**config.mk**
```make
export PLATFORM = sky130hd
export DESIGN_NAME = line_fill_seq
export DESIGN_NICKNAME = d
export VERILOG_FILES = /design/src/rtl/line_fill_pkg.sv /design/src/rtl/line_fill_ctrl.sv /design/src/rtl/line_fill_offset.sv /design/src/rtl/line_fill_seq.sv
export SDC_FILE = /design/constraint.sdc
export NUM_CORES = 1
export LEC_CHECK = 0
export ABC_AREA = 1
export BUFFER_PORTS_ARGS = -buffer_cell sky130_fd_sc_hd__buf_2
export CAP_MARGIN = 20
export CELL_PAD_IN_SITES_DETAIL_PLACEMENT = 0
export CELL_PAD_IN_SITES_GLOBAL_PLACEMENT = 1
export CORE_ASPECT_RATIO = 1.2
export CORE_UTILIZATION = 30
export CTS_CLUSTER_SIZE = 10
export DETAILED_ROUTE_END_ITERATION = 10
export HOLD_SLACK_MARGIN = 0.08
export PLACE_DENSITY = 0.7
export SYNTH_ARGS = -nofsm -noshare
export SYNTH_HDL_FRONTEND = slang
export SYNTH_HIERARCHICAL = 1
export SYNTH_SLANG_ARGS = --single-unit
export TNS_END_PERCENT = 30
```
**constraint.sdc**
```tcl
create_clock -name clk -period 1.4 [get_ports clk]
set_clock_uncertainty 0.05 [all_clocks]
set_input_delay 0.07 -clock clk [delete_from_list [all_inputs] [get_ports clk]]
set_output_delay 0.07 -clock clk [all_outputs]
set_load 0.005 [all_outputs]
```
**src/rtl/line_fill_pkg.sv**
```systemverilog
package line_fill_pkg;

    localparam int LF_MAX_WORDS = 32;
    localparam int LF_MIN_WORDS = 4;
    localparam int OFF_W        = $clog2(LF_MAX_WORDS);
    localparam int SEL_W        = $clog2($clog2(LF_MAX_WORDS) - $clog2(LF_MIN_WORDS) + 1);

    typedef logic [OFF_W-1:0] off_t;

    typedef struct packed {
        off_t mask;
        off_t first;
        logic seq;
    } fill_cfg_t;

    function automatic off_t size_mask(input logic [SEL_W-1:0] sel);
        int unsigned words;
        words = LF_MIN_WORDS << sel;
        return off_t'(words - 1);
    endfunction

    function automatic fill_cfg_t make_cfg(input logic [SEL_W-1:0] sel,
                                           input off_t req,
                                           input logic zero_first,
                                           input logic seq);
        fill_cfg_t c;
        c.mask  = size_mask(sel);
        c.first = zero_first ? '0 : (req & c.mask);
        c.seq   = seq;
        return c;
    endfunction

endpackage

```
**src/rtl/line_fill_ctrl.sv**
```systemverilog
module line_fill_ctrl
    import line_fill_pkg::*;
(
    input  logic      clk,
    input  logic      rst,
    input  logic      start_i,
    input  fill_cfg_t cfg_in_i,
    input  logic      valid_i,
    output logic      busy_o,
    output off_t      cnt_o,
    output fill_cfg_t cfg_o,
    output logic      wr_en_o,
    output logic      done_o
);

    logic last_word;

    assign last_word = (cnt_o == cfg_o.mask);
    assign wr_en_o   = busy_o & valid_i;
    assign done_o    = wr_en_o & last_word;

    always_ff @(posedge clk) begin
        if (rst) begin
            busy_o <= 1'b0;
            cnt_o  <= '0;
            cfg_o  <= '0;
        end else if (!busy_o) begin
            if (start_i) begin
                busy_o <= 1'b1;
                cnt_o  <= '0;
                cfg_o  <= cfg_in_i;
            end
        end else if (valid_i) begin
            cnt_o <= cnt_o + 1'b1;
            if (last_word) begin
                busy_o <= 1'b0;
            end
        end
    end

endmodule

```
**src/rtl/line_fill_offset.sv**
```systemverilog
module line_fill_offset
    import line_fill_pkg::*;
(
    input  fill_cfg_t cfg_i,
    input  off_t      cnt_i,
    output off_t      off_o
);

    off_t wrap_off;
    off_t xor_off;

    assign wrap_off = (cfg_i.first + cnt_i) & cfg_i.mask;
    assign xor_off  = cfg_i.first ^ cnt_i;
    assign off_o    = cfg_i.seq ? wrap_off : xor_off;

endmodule

```
**src/rtl/line_fill_seq.sv**
```systemverilog
module line_fill_seq
    import line_fill_pkg::*;
(
    input  logic             clk,
    input  logic             rst,
    input  logic             fill_start_i,
    input  logic [OFF_W-1:0] req_word_i,
    input  logic [SEL_W-1:0] line_size_i,
    input  logic             zero_first_i,
    input  logic             seq_order_i,
    input  logic             mem_valid_i,
    output logic [OFF_W-1:0] word_off_o,
    output logic             wr_en_o,
    output logic             line_done_o
);

    fill_cfg_t cfg_next;
    fill_cfg_t cfg_q;
    off_t      cnt;
    logic      busy;

    assign cfg_next = make_cfg(line_size_i, req_word_i, zero_first_i, seq_order_i);

    line_fill_ctrl u_ctrl (
        .clk      (clk),
        .rst      (rst),
        .start_i  (fill_start_i),
        .cfg_in_i (cfg_next),
        .valid_i  (mem_valid_i),
        .busy_o   (busy),
        .cnt_o    (cnt),
        .cfg_o    (cfg_q),
        .wr_en_o  (wr_en_o),
        .done_o   (line_done_o)
    );

    line_fill_offset u_off (
        .cfg_i (cfg_q),
        .cnt_i (cnt),
        .off_o (word_off_o)
    );

endmodule

```
==> summary by stage <==
Placed design
The final weighted congestion in routability-driven placement is 0.7564. The detailed-placement wirelength estimate is 1959 µm. Once placement completed, the tool counted placed cells totaling 221. The number of I/O port buffers is 19.

Clock tree
The clock latency at the later pin of the worst-skew pair is 260 ps. The clock tree from TritonCTS is built. The master cell of the clock root buffer is clkbuf_8.

CTS built an H-tree with a depth of 1. The clock passes through at most 2 buffers. Clock-pin slew was measured on the worst setup and hold paths at 70 ps.

The tree built by TritonCTS fans out to 17 sinks. In this run, CTS created clock tree buffers numbering 3.

Timing
The final count of hold timing violations came to 0. After layout, the worst setup slack is -330.3 ps. The count of pins over their slew limit came to 0. Setup repair after global routing could not meet its margin everywhere. Adding up every negative setup slack in the final design gives -1002 ps. In the finished design, the share of the clock period the worst path needs comes to 123.6%.

Setup violations remaining at the end of the flow were counted as 5. Derived from the worst setup path, the maximum achievable clock frequency is 0.5779 GHz. The routed design could run at a clock period as short as 1730 ps.

Final layout
Excluding fillers, the count of instances in the completed layout stands at 228. 0 antenna diodes ended up in the layout. Of the cells placed in the final design, the portion with a size suffix greater than 1 is 28.27%. The number of nets at the end of the flow is 211. Cells fill 40.40% of the core in the end.

Relative to the synthesized area, the layout overhead comes to 29.41%.

Drt
The post-detailed-route count of antenna-violating nets is 0. The final wirelength is 2604 µm. In the final routed layout, each cell accounts on average for 11.42 µm.

The DRC violations left is 0. The first-iteration detailed-routing DRC count is 41. The routed layout has 1036 vias.

The iteration count of the initial detailed-routing pass is 4. The per-cell via count in the routed design is 4.544.

Yosys
Yosys printed 6 warnings. dfxtp_1 takes more of the synthesized area than any other cell. Summing every instance area after synthesis gives 1042 µm². Counting distinct cell types in the post-synthesis netlist gives 23.

The area share of the largest cell type after synthesis is 32.65%. Each instance of the synthesized netlist takes up on average 6.434 µm². Synthesis inferred 17 register bits. Ranked by total cell area, the synthesized netlist is headed by dfxtp_1 33%, nand2_1 13%, nor2_1 11%. The sequential element share of the synthesized area is 32.65%. Synthesis produced 162 cells.

Die
The floorplan step defined a die boundary enclosing 3715 µm². The core outline area is 3338 µm². The die boundary width is 55.81 µm. The initial utilization of the core area, before any placement, comes to 31.22%.

20 I/O pins were placed. In this run the vertical extent of the chip is 66.57 µm. After floorplanning, the core was divided into 23 placement rows.

Run status
The run finished, with violations left. The checks that failed: negative setup slack.

Critical path
The slowest cell on the critical path is fa_2. Traced cell by cell, the critical path runs through ha_4, fa_2, nand2_2, nand3_4, a21oi_2, nor2_1, buf_2. For the worst setup path, the data arrival time is 1610 ps. The maximum net fanout on the critical path is 2. The kind of start point of the critical path is a flop. The required arrival time at the worst endpoint is 1280 ps. For this run, the slowest stage of the critical path takes 360 ps. The critical path in this run is classified as reg2out.

STA classifies the critical path endpoint as a primary output.

Pwr
The power per standard cell area is 850.9 nW/µm². The analysis attributes to cell leakage a power of 0.6748 nW. The worst ir drop on vdd is 0.6474 mV.

Run
The tool flagged a number of max-cap violations equal to 0.

Global routing
The first global-routing pass estimated 4333 µm of wire. Global routing used 15.09% of the available tracks. The aggregate global routing overflow is 0. The initial antenna violation count is 0. The maximum number of pins on one net before global-route repair is 19.

The via count of the first global-routing pass was 1027.

Min path
The worst hold path belongs to the class in2reg.
==> critical path, delay by kind of cell (launching register included) <==
| family | cells | cell delay, ps |
|---|---|---|
| flops | 1 | 340 |
| simple gates | 3 | 240 |
| buf+inv | 1 | 120 |
| compound gates | 1 | 130 |
| fa+ha+maj | 2 | 520 |
==> kinds of logic (layout without fill, tap and decap cells) <==
| family | after synthesis | after routing | share of synthesized area (%) |
|---|---|---|---|
| AND/OR/NAND/NOR | 81 | 81 | 32.05 |
| AO/OA/AOI/OAI | 28 | 28 | 14.05 |
| buffers and inverters | 28 | 56 | 11.40 |
| flip-flops | 17 | 17 | 32.65 |
| adder cells (fa/ha/maj) | 6 | 6 | 7.923 |
| other | 1 | 2 | 0.3598 |
| XOR/XNOR | 1 | 1 | 1.561 |
==> final timing paths <==
kind / slack, ps / depth (start not counted) / end / from
worst min register to register: 430 / 2 / u_ctrl/cfg_o[6]$_SDFFE_PP0P_ / u_ctrl/cfg_o[6]$_SDFFE_PP0P_
worst min-delay path: 110 / 4 / u_ctrl/cfg_o[2]$_SDFFE_PP0P_ / zero_first_i
worst max-delay path: -330 / 7 / word_off_o[4] / u_ctrl/cnt_o[0]$_SDFFE_PP0P_
worst max register to register: 200 / 7 / u_ctrl/cnt_o[4]$_SDFFE_PP0P_ / u_ctrl/cnt_o[1]$_SDFFE_PP0P_
==> state kept, by name, summed over array words and instances (netlist names) <==
signal	cells
u_ctrl/cfg_o	11
u_ctrl/cnt_o	5
u_ctrl/busy_o	1
==> cell usage in the layout (no fill, tap or decap), types with 4 or more instances in the layout <==
cell type,Yosys,routed
nor2_1,30,30
dfxtp_1,17,12
o21ai_0,13,13
a21oi_1,13,10
inv_1,21,21
buf_4,0,6
a21oi_2,1,4
buf_2,0,19
dfxtp_2,0,5
nand2_1,37,36
nand3_1,8,5
==> through the flow <==
step	hold slack, ps	power [mW]	setup WS (ps)	area, µm²
after floorplan	89.07	0.6851	8.442	1049
after global placement	242.5	0.7561	-102.8	1207
after detailed placement	243.0	0.7602	-122.0	1207
after CTS	108.2	1.151	-311.5	1311
after global routing	159.7	1.207	-375.5	1349
final	108.1	1.148	-330.3	1349
==> cells in the mapped netlist (all sizes together) <==
| master | instances |
|---|---|
| fa | 1 |
| o21ai | 13 |
| nor2 | 33 |
| nand3 | 8 |
| clkinv | 1 |
| ha | 5 |
| or2 | 1 |
| buf | 1 |
| conb | 1 |
| dfxtp | 17 |
| xor2 | 1 |
| clkbuf | 2 |
| o21a | 1 |
| nand2 | 39 |
| inv | 24 |
| a21oi | 14 |
==> report_power, final <==
part | switching, mW | leakage (nW) | internal (mW)
Clock | 0.183 | 0.0255 | 0.198
Combinational | 0.127 | 0.507 | 0.0930
Sequential | 0.0306 | 0.142 | 0.516
Total | 0.341 | 0.675 | 0.807
==> cell type report <==
type                       count  area (µm²)
fill                         377        1989
multi-input combinational    118       650.6
sequential                    17       346.6
timing repair buffer          27       160.2
inverter                      25       98.84
tap                           37       46.29
clock buffer                   3       41.29
clock inverter                 1       5.005
==> what timing repair did <==
item / 4_1_cts / 5_1_grt
buffers inserted: 0 / 1
pin swaps: 6 / 2
gates resized for setup: 11 / 5
hold buffers: 2 / 0
hold endpoints to repair: 3 / 0
setup endpoints to repair: 5 / 5
cloned: 0 / 0
==> routing by layer <==
metal	global-route usage, %	wire length [µm]	vias to the layer above
met5	0	0	-
met4	7.500	40	0
met3	1.942	65	5
met2	27.86	1308	9
met1	17.06	1190	470
li1	-	-	552
Power figures use the tool's default switching activity.
